**src/rtl/mbus_pkg.sv**
```systemverilog
package mbus_pkg;

    typedef enum logic [2:0] {
        ST_FLOAT = 3'd0,
        ST_IDLE  = 3'd1,
        ST_T1    = 3'd2,
        ST_T2    = 3'd3,
        ST_TW    = 3'd4,
        ST_T3    = 3'd5,
        ST_HOLD  = 3'd6
    } bus_state_t;

endpackage

```
**src/rtl/mbus_seq.sv**
```systemverilog
module mbus_seq
    import mbus_pkg::*;
(
    input  logic       clk,
    input  logic       rst_n,
    input  logic       req_valid,
    input  logic       hold,
    input  logic       ready,
    output bus_state_t state,
    output logic       accept,
    output logic       strobe_end
);

    bus_state_t state_nxt;

    // state register
    always_ff @(posedge clk or negedge rst_n) begin
        if (!rst_n) state <= ST_FLOAT;
        else        state <= state_nxt;
    end

    // transitions
    always_comb begin
        state_nxt = state;
        unique case (state)
            ST_FLOAT: state_nxt = hold ? ST_HOLD : ST_IDLE;
            ST_IDLE: begin
                if (hold)           state_nxt = ST_HOLD;
                else if (req_valid) state_nxt = ST_T1;
                else                state_nxt = ST_IDLE;
            end
            ST_T1:        state_nxt = ST_T2;
            ST_T2, ST_TW: state_nxt = ready ? ST_T3 : ST_TW;
            ST_T3:        state_nxt = hold ? ST_HOLD : ST_IDLE;
            ST_HOLD:      state_nxt = hold ? ST_HOLD : ST_IDLE;
            default:      state_nxt = ST_FLOAT;
        endcase
    end

    assign accept     = (state == ST_IDLE) && req_valid && !hold;
    assign strobe_end = ((state == ST_T2) || (state == ST_TW)) && ready;

endmodule

```
**src/rtl/mbus_req.sv**
```systemverilog
module mbus_req #(
    parameter int AW = 16,
    parameter int DW = 8
) (
    input  logic          clk,
    input  logic          rst_n,
    input  logic          load,
    input  logic          strobe_end,
    input  logic [AW-1:0] req_addr,
    input  logic [DW-1:0] req_wdata,
    input  logic          req_write,
    input  logic          req_io,
    input  logic [DW-1:0] ad_i,
    output logic [AW-1:0] lat_addr,
    output logic [DW-1:0] lat_wdata,
    output logic          lat_write,
    output logic          lat_io,
    output logic [DW-1:0] rd_data
);

    // request latched at acceptance so the core may move on
    always_ff @(posedge clk or negedge rst_n) begin
        if (!rst_n) begin
            lat_addr  <= '0;
            lat_wdata <= '0;
            lat_write <= 1'b0;
            lat_io    <= 1'b0;
        end else if (load) begin
            lat_addr  <= req_addr;
            lat_wdata <= req_wdata;
            lat_write <= req_write;
            lat_io    <= req_io;
        end
    end

    // read data taken at the edge that closes the strobe phase
    always_ff @(posedge clk or negedge rst_n) begin
        if (!rst_n)                       rd_data <= '0;
        else if (strobe_end && !lat_write) rd_data <= ad_i;
    end

endmodule

```
**src/rtl/mbus_pins.sv**
```systemverilog
module mbus_pins
    import mbus_pkg::*;
#(
    parameter int AW = 16,
    parameter int DW = 8
) (
    input  bus_state_t    state,
    input  logic [AW-1:0] lat_addr,
    input  logic [DW-1:0] lat_wdata,
    input  logic          lat_write,
    input  logic          lat_io,
    output logic [AW-DW-1:0] addr_hi,
    output logic          addr_hi_oe,
    output logic [DW-1:0] ad_o,
    output logic          ad_oe,
    output logic          ale,
    output logic          rd_n,
    output logic          wr_n,
    output logic          io_m,
    output logic          ctrl_oe,
    output logic          hlda,
    output logic          done
);

    localparam int HW = AW - DW;

    always_comb begin
        addr_hi    = lat_addr[AW-1:DW];
        addr_hi_oe = 1'b0;
        ad_o       = lat_addr[DW-1:0];
        ad_oe      = 1'b0;
        ale        = 1'b0;
        rd_n       = 1'b1;
        wr_n       = 1'b1;
        io_m       = lat_io;
        ctrl_oe    = 1'b0;
        hlda       = 1'b0;
        done       = 1'b0;
        unique case (state)
            ST_FLOAT: ;
            ST_IDLE: ctrl_oe = 1'b1;
            ST_T1: begin
                ctrl_oe    = 1'b1;
                addr_hi_oe = 1'b1;
                ad_oe      = 1'b1;
                ale        = 1'b1;
            end
            ST_T2, ST_TW: begin
                ctrl_oe    = 1'b1;
                addr_hi_oe = 1'b1;
                rd_n       = lat_write;
                wr_n       = !lat_write;
                ad_oe      = lat_write;
                ad_o       = lat_wdata;
            end
            ST_T3: begin
                ctrl_oe    = 1'b1;
                addr_hi_oe = 1'b1;
                ad_oe      = lat_write;
                ad_o       = lat_wdata;
                done       = 1'b1;
            end
            ST_HOLD: hlda = 1'b1;
            default: ;
        endcase
    end

    if (HW < 1) begin : g_bad_width
        initial $display("mbus_pins: AW must exceed DW");
    end

endmodule

```
**src/rtl/mbus_cycle_ctrl.sv**
```systemverilog
module mbus_cycle_ctrl
    import mbus_pkg::*;
#(
    parameter int AW = 16,
    parameter int DW = 8
) (
    input  logic          clk,
    input  logic          rst_n,
    input  logic          req_valid,
    input  logic          req_write,
    input  logic          req_io,
    input  logic [AW-1:0] req_addr,
    input  logic [DW-1:0] req_wdata,
    output logic [DW-1:0] rd_data,
    output logic          done,
    output logic [AW-DW-1:0] addr_hi,
    output logic          addr_hi_oe,
    output logic [DW-1:0] ad_o,
    input  logic [DW-1:0] ad_i,
    output logic          ad_oe,
    output logic          ale,
    output logic          rd_n,
    output logic          wr_n,
    output logic          io_m,
    output logic          ctrl_oe,
    input  logic          ready,
    input  logic          hold,
    output logic          hlda
);

    bus_state_t    state;
    logic          accept;
    logic          strobe_end;
    logic [AW-1:0] lat_addr;
    logic [DW-1:0] lat_wdata;
    logic          lat_write;
    logic          lat_io;

    mbus_seq u_seq (
        .clk        (clk),
        .rst_n      (rst_n),
        .req_valid  (req_valid),
        .hold       (hold),
        .ready      (ready),
        .state      (state),
        .accept     (accept),
        .strobe_end (strobe_end)
    );

    mbus_req #(.AW(AW), .DW(DW)) u_req (
        .clk        (clk),
        .rst_n      (rst_n),
        .load       (accept),
        .strobe_end (strobe_end),
        .req_addr   (req_addr),
        .req_wdata  (req_wdata),
        .req_write  (req_write),
        .req_io     (req_io),
        .ad_i       (ad_i),
        .lat_addr   (lat_addr),
        .lat_wdata  (lat_wdata),
        .lat_write  (lat_write),
        .lat_io     (lat_io),
        .rd_data    (rd_data)
    );

    mbus_pins #(.AW(AW), .DW(DW)) u_pins (
        .state      (state),
        .lat_addr   (lat_addr),
        .lat_wdata  (lat_wdata),
        .lat_write  (lat_write),
        .lat_io     (lat_io),
        .addr_hi    (addr_hi),
        .addr_hi_oe (addr_hi_oe),
        .ad_o       (ad_o),
        .ad_oe      (ad_oe),
        .ale        (ale),
        .rd_n       (rd_n),
        .wr_n       (wr_n),
        .io_m       (io_m),
        .ctrl_oe    (ctrl_oe),
        .hlda       (hlda),
        .done       (done)
    );

    // address phase lasts one clock
    a_r2_ale_single: assert property (@(posedge clk) disable iff (!rst_n)
        ale |=> !ale);

    // read strobe opens right after the address phase, bus released
    a_r3_read_after_ale: assert property (@(posedge clk) disable iff (!rst_n)
        $fell(rd_n) |-> $past(ale));
    a_r3_read_bus_free: assert property (@(posedge clk) disable iff (!rst_n)
        !rd_n |-> !ad_oe);

    // write strobe opens right after the address phase
    a_r4_write_after_ale: assert property (@(posedge clk) disable iff (!rst_n)
        $fell(wr_n) |-> $past(ale));

    // strobes mutually exclusive
    a_r5_one_strobe: assert property (@(posedge clk) disable iff (!rst_n)
        !(!rd_n && !wr_n));

    // a low ready keeps the strobe phase going
    a_r6_wait_extends: assert property (@(posedge clk) disable iff (!rst_n)
        ((!rd_n || !wr_n) && !ready) |=> ((!rd_n || !wr_n) && !done));

    // completion follows a high ready sample
    a_r7_done_after_ready: assert property (@(posedge clk) disable iff (!rst_n)
        $rose(done) |-> $past(ready));

    // completion is a single pulse
    a_r8_done_pulse: assert property (@(posedge clk) disable iff (!rst_n)
        done |=> !done);

    // no release in the middle of a cycle; release floats every line
    a_r9_no_midcycle_hold: assert property (@(posedge clk) disable iff (!rst_n)
        (state inside {ST_T1, ST_T2, ST_TW}) |=> !hlda);
    a_r9_lines_released: assert property (@(posedge clk) disable iff (!rst_n)
        hlda |-> (!ctrl_oe && !ad_oe && !addr_hi_oe));

    // bus taken back one clock after hold drops
    a_r10_takeback: assert property (@(posedge clk) disable iff (!rst_n)
        (hlda && !hold) |=> (!hlda && ctrl_oe));

    // status and upper address stable across the cycle
    a_r11_status_stable: assert property (@(posedge clk) disable iff (!rst_n)
        (state inside {ST_T2, ST_TW, ST_T3}) |-> ($stable(io_m) && $stable(addr_hi)));

endmodule

```
**config.mk**
```make
export PLATFORM = sky130hd
export DESIGN_NAME = mbus_cycle_ctrl
export DESIGN_NICKNAME = d
export VERILOG_FILES = /design/src/rtl/mbus_pkg.sv /design/src/rtl/mbus_seq.sv /design/src/rtl/mbus_req.sv /design/src/rtl/mbus_pins.sv /design/src/rtl/mbus_cycle_ctrl.sv
export SDC_FILE = /design/constraint.sdc
export NUM_CORES = 1
export LEC_CHECK = 0
export BUFFER_PORTS_ARGS = -buffer_cell sky130_fd_sc_hd__buf_2
export CAP_MARGIN = 10
export CORE_ASPECT_RATIO = 1.5
export CORE_MARGIN = 8
export CORE_UTILIZATION = 48
export CTS_CLUSTER_DIAMETER = 40
export CTS_CLUSTER_SIZE = 10
export DETAILED_ROUTE_END_ITERATION = 7
export PLACE_DENSITY = 0.86
export SLEW_MARGIN = 30
export SYNTH_ARGS = -nofsm -noshare
export SYNTH_HDL_FRONTEND = slang
export SYNTH_SLANG_ARGS = --single-unit
export TNS_END_PERCENT = 50
```
**constraint.sdc**
```tcl
create_clock -name clk -period 2.3 [get_ports clk]
set_clock_uncertainty 0.2 [all_clocks]
set_input_delay 0.345 -clock clk [delete_from_list [all_inputs] [get_ports clk]]
set_output_delay 0.345 -clock clk [all_outputs]
set_load 0.01 [all_outputs]
```
==> flow_summary.ini, run 1 <==
[floorplanning]
initial_utilization_pct = 49.38
rows = 27
die_h_um = 91.04
placeableCoreArea_um2 = 3649
die-area_um2 = 6011
dieWidth_um = 66.03
ios = 72

[run_status]
run_status = finished clean

[synth]
synthTopCellsByCount = dfrtp_1 (37), mux2_2 (22), mux2_4 (20), buf_4 (8), nor2_1 (4)
yosysMostFrequentCell = dfrtp_1
synth-seq-cells = 37
synth_cell_type_count = 28
ys_seq_area_share_pct = 51.39
yosys-top-cells-area = dfrtp_1 (51%), mux2_4 (17%), mux2_2 (14%)
yosys_most_used_dff = dfrtp_1
yosysTopAreaCell = dfrtp_1
netlist.area_leader.share_pct = 51.39
netlist_instances = 125
synthArstFlopShare_pct = 100.0
ys_warn_count = 0
postSynthAreaPerCell_um2 = 14.41
syn_area_um2 = 1802
synth_nets = 164
synth_edf_count = 0

[cts]
root_buffer = clkbuf_8
post_cts_buffers = 0
clkTransAtPathRegs_ps = 70
clk_path_buf_depth = 2
clock_latency_ps = 280
cts_max_level = 2
cts_inserted_buffers = 5
cts_tree = yes
clkSinkCount = 37

[global_route]
grt_usage_pct = 12.55
grt_pass1_wl_mm = 6.092
overflow = 0
grt_pass1_vias = 1326
grt_max_degree = 38
antenna_found_initial = 0

[worst_setup_path]
crit_path_end_kind = output pin
cp_data_required_time_ps = 1750
cp.arrival_ps = 1660
worst-path-max-fanout = 14
slowest_delay_ps = 480
critPathKind = reg -> out
crit_path_start_kind = flop
cp_slowest_cell = dfrtp_2
cp_top_family = flip-flops
critical_path_buf_inv_count = 2
path_cells = nand3b_1 -> o21ai_2 -> buf_4 -> mux2_2 -> buf_2

[placed_design]
place_congestion = 0.7545
portBuffers = 71
hpwl_mm = 2.840
dpl_cell_area_um2 = 2147

[timing]
fmax_mhz = 453.5
finalSetupTns_ps = 0
layout_worst_path_cycle_share_pct = 95.88
relSlewSlack_pct = 47.36
finalHoldViolCount = 0
maxSlewViolCount = 0
min_period_ps = 2205
setup_violations = 0
rsz0062_at_grt = false
tightestPinTransition_ps = 789.6

[drt]
drcViolationCount = 0
first_pass_iters = 4
wl_per_cell_um = 15.85
drt_iter0_markers = 67
ant_nets = 0
routed_wl_mm = 3.773
routed_via_density = 5.164
vias = 1229

[layout]
syn_to_final_growth_pct = 24.44
drive_gt1_share_pct = 66.15
fillers = 324
antennaDiodeCount = 0
nNetsFinal = 233
regArea_um2 = 928.4
final_area_um2 = 2242
multi_input_area_um2 = 765.7

[power_and_ir_drop]
leakage_nw = 1.111
max-vdd-ir-drop_v = 0.0009785
power_per_cell_area_nw_per_um2 = 1421

[run]
max_cap_violations = 0

[hold_path]
hold_class = in -> reg
[per-layer routing]
layer	vias to the layer above	wire length (µm)	global-route usage, %
met1	604	1589	14.74
met4	0	18	3.757
met5	-	0	0
li1	570	-	-
met2	53	1813	20.24
met3	2	352	5.166
[layout make-up]
class	instances	area share [%]
Clock buffer	6	3.237
Clock inverter	2	0.4464
Timing Repair Buffer	76	18.19
Inverter	1	0.1674
Multi-Input combinational cell	73	34.15
Tap cell	43	2.400
Sequential cell	37	41.41
[sequential cells by signal (all words and copies together), names as in the netlist]
register	cells
u_req.lat_addr	16
u_req.lat_wdata	8
u_req.rd_data	8
u_seq.state	3
u_req.lat_io	1
u_req.lat_write	1
[timing repair]
item                       4_1_cts  5_1_grt
setup endpoints to repair        8        0
hold endpoints to repair        37        0
hold buffers                     1        0
resized for setup                2        0
[kinds of logic after synthesis]
logic type / share of synthesized area [%]
adders and majority gates: 0.5556
buffers and inverters: 6.111
xor gates and xnor gates: 0.4862
DFF: 51.39
and+or+nand+nor: 6.111
AOI/OAI and AO/OA: 4.931
muxes: 30.42
[path summary, 6_finish.rpt]
check,startpoint,to,slack [ps],cells past startpoint
worst max-delay path,u_seq.state[0],ad_o[7],90,5
worst min-delay path,ad_i[6],u_req.rd_data[6],90,2
worst max register to register,u_seq.state[1],u_req.lat_addr[5],390,4
worst min register to register,u_req.rd_data[5],u_req.rd_data[5],300,1
max in group asynchronous,rst_n,u_seq.state[0],850,2
min in group asynchronous,rst_n,u_req.lat_addr[11],500,2
[through the flow]
step / utilization, % / setup WS, ps / power (W) / hold slack (ps) / instances
final: 61.45 / 94.71 / 0.003186 / 91.06 / 238
after floorplan: - / 421.2 / 0.002317 / -150.6 / 125
after detailed placement: 58.85 / 289.8 / 0.002789 / 286.7 / 229
after CTS: 61.45 / 77.70 / 0.003242 / 78.21 / 238
after global routing: 61.45 / 4.055 / 0.003398 / 80.82 / 238
after global placement: 58.85 / 324.2 / 0.002736 / 281.4 / 229
[report_power, final]
part           internal, W  total, W  leakage, nW  switching (W)
logic             0.000885   0.00157        0.621       0.000680
registers         0.000981   0.00120        0.445       0.000216
clock network     0.000210  0.000423       0.0450       0.000213
total              0.00208   0.00319         1.11        0.00111
[cells in the final DEF (no fill, tap or decap), drive strengths merged, types with 3 or more instances in the layout]
cell type,netlist,final
o21ai,4,4
nor3b,3,3
buf,12,75
clkbuf,2,6
nand2,3,3
dfrtp,37,37
nor2,4,4
mux2,42,42
Note: power is estimated with default switching activity, not from simulation.
==> run 2, diff against run 1 <==
--- a/config.mk
+++ b/config.mk
@@ -9,13 +9,15 @@
 export CAP_MARGIN = 10
 export CORE_ASPECT_RATIO = 1.5
 export CORE_MARGIN = 8
-export CORE_UTILIZATION = 48
+export CORE_UTILIZATION = 49
 export CTS_CLUSTER_DIAMETER = 40
 export CTS_CLUSTER_SIZE = 10
 export DETAILED_ROUTE_END_ITERATION = 7
-export PLACE_DENSITY = 0.86
+export PLACE_DENSITY = 0.87
+export SETUP_SLACK_MARGIN = 0.15
 export SLEW_MARGIN = 30
 export SYNTH_ARGS = -nofsm -noshare
 export SYNTH_HDL_FRONTEND = slang
+export SYNTH_HIERARCHICAL = 1
 export SYNTH_SLANG_ARGS = --single-unit
 export TNS_END_PERCENT = 50
==> run 2 against run 1 <==
  * Hold slack worse by 9.1 ps
  * Via count up 5.0%
  * Synthesized cell count up 9.6%
  * Combinational power up 20%
  * Critical path depth unchanged
  * First-iteration DRC count down 58%
  * Design area up 7.3%
  * Sequential share of layout area down 2.8 points
  * Final cell count up 7.1%
  * Maximum frequency up 3.9%
  * Highest routed layer unchanged
==> flow_summary.ini, run 2 <==
[hold_path]
min_from = req_addr[0]
holdPathEnd = u_req/lat_addr[0]
hold_class = in -> reg
holdPathStages = 2

[floorplanning]
ios = 72
initial_utilization_pct = 50.10
dieWidth_um = 67.25
die-area_um2 = 6246
placeableCoreArea_um2 = 3854
die_h_um = 92.88
rows = 28

[layout]
layout_commonest_cell = buf_2
syn_to_final_growth_pct = 24.63
antennaDiodeCount = 0
drive_gt1_share_pct = 64.76
largest_register_ffs = 16
layout_common_cells = buf_2 (67), dfrtp_1 (35), mux2_4 (28), mux2_2 (14), buf_4 (7)
nNetsFinal = 248
top_regs = u_req/lat_addr: 16 flops, u_req/lat_wdata: 8 flops, u_req/rd_data: 8 flops
largest_register = u_req/lat_addr
final_area_um2 = 2406
final_cells = 255

[worst_setup_path]
crit_path_end_kind = output pin
cp_slowest_cell = dfrtp_1
critPathKind = reg -> out
cp_top_family = flip-flops
slowest_delay_ps = 430
crit_path_start_kind = flop
critical_path_buf_inv_count = 2
r2r-start = u_seq/state[0]
path_cells = nand3b_4 -> o21ai_4 -> buf_12 -> mux2_2 -> buf_6
cp_data_required_time_ps = 1750
rr_worst_depth = 7
timing.rr.end = u_req/rd_data[7]
r2r_slack_ps = 330
cp.arrival_ps = 1580
worst-path-max-fanout = 8

[cts]
clk_path_buf_depth = 2
clkTransAtPathRegs_ps = 80
cts_inserted_buffers = 5
cts_max_level = 2
clkSinkCount = 37
clock_latency_ps = 290
cts_tree = yes
root_buffer = clkbuf_8

[synth]
ys_seq_area_share_pct = 47.96
yosysTopAreaCell = dfrtp_1
netlist_instances = 137
syn_area_um2 = 1931
synth_cell_type_count = 27
yosysMostFrequentCell = dfrtp_1
synthTopCellsByCount = dfrtp_1 (37), mux2_4 (28), mux2_2 (14), buf_4 (12), nand2_1 (6)
synth-seq-cells = 37
ys_warn_count = 6
postSynthAreaPerCell_um2 = 14.09
yosys_most_used_dff = dfrtp_1
synthArstFlopShare_pct = 100.0
yosys-top-cells-area = dfrtp_1 (48%), mux2_4 (22%), mux2_2 (8.2%)
netlist.area_leader.share_pct = 47.96
synth_edf_count = 0
synth_nets = 176

[drt]
drt_iter0_markers = 28
wl_per_cell_um = 16.62
routed_wl_mm = 4.238
ant_nets = 0
vias = 1290
drcViolationCount = 0
routed_via_density = 5.059
first_pass_iters = 4

[timing]
finalHoldViolCount = 0
setup_violations = 0
relSlewSlack_pct = 47.38
finalSetupTns_ps = 0
timing.hold.ws_ps = 81.94
layout_worst_path_cycle_share_pct = 92.25
min_period_ps = 2122
fmax_mhz = 471.3
rsz0062_at_grt = true
tightestPinTransition_ps = 789.2
maxSlewViolCount = 0

[global_route]
grt_pass1_wl_mm = 6.886
overflow = 0
grt_max_degree = 38
grt_usage_pct = 14.47
grt_pass1_vias = 1479
antenna_found_initial = 0

[placed_design]
dp.cells = 241
place_congestion = 0.7274
hpwl_mm = 3.028
portBuffers = 71
dpl_cell_area_um2 = 2232

[run]
max_cap_violations = 0

[power_and_ir_drop]
power_per_cell_area_nw_per_um2 = 1451
leakage_nw = 1.211
max-vdd-ir-drop_v = 0.0008178

[run_status]
run_status = finished clean
-- run 2: metal layers --
metal / track usage (%) / vias up / part of all wire (%) / wire length, µm
met5: 0 / - / 0 / 0
met4: 5.779 / 0 / 1.8 / 76
met3: 6.771 / 8 / 11 / 445
met2: 23.14 / 53 / 51 / 2145
met1: 16.04 / 619 / 37 / 1570
li1: - / 610 / - / -
-- run 2: worst max path at each step --
stage / start / to / slack [ps] / cells past startpoint
floorplan: u_seq/state[2] / ad_o[0] / 470 / 4
global placement: u_seq/state[0] / u_req/rd_data[3] / 310 / 6
detailed placement: u_seq/state[0] / u_req/rd_data[7] / 290 / 6
CTS: u_seq/state[2] / ad_o[0] / 160 / 5
global route: u_seq/state[2] / ad_o[6] / 120 / 5
finish: u_seq/state[2] / ad_o[0] / 180 / 5
-- run 2: layout make-up --
type / instances / area, µm²
well taps: 45 / 56.30
multi-input cells: 82 / 844.6
repair buffers: 81 / 483.0
flip-flops and latches: 37 / 928.4
fillers: 336 / 1448
clock buffers: 5 / 68.82
clock inverters: 3 / 17.52
inverters: 2 / 7.507
-- run 2: where the power goes --
part / internal [W] / switching [W]
Combinational: 0.00110 / 0.000772
Sequential: 0.000976 / 0.000202
Clock: 0.000209 / 0.000229
-- run 2: cell families (layout without fill, tap and decap cells) --
family                 Yosys count  in the layout  share of synthesized area (%)
AO/OA/AOI/OAI                   10             10                          3.759
XOR/XNOR                         1              1                         0.4537
buffers and inverters           18             91                          8.296
multiplexers                    43             43                          30.46
AND/OR/NAND/NOR                 28             28                          9.073
flip-flops                      37             37                          47.96
-- run 2: what timing repair did --
item	4_1_cts	5_1_grt
hold buffers	1	0
setup buffers	5	0
endpoints found under the hold margin	37	0
resized for setup	2	5
endpoints found under the setup margin	8	8
gates cloned	0	0
pin swaps	1	0
-- run 2: metrics by stage --
step / util [%] / total power (W) / setup WS (ps)
after floorplan: - / 0.002444 / 467.4
after global routing: 62.44 / 0.003741 / 115.9
after global placement: 57.92 / 0.002820 / 310.7
after CTS: 61.79 / 0.003459 / 158.1
final: 62.44 / 0.003492 / 178.3
after detailed placement: 57.92 / 0.002872 / 290.7
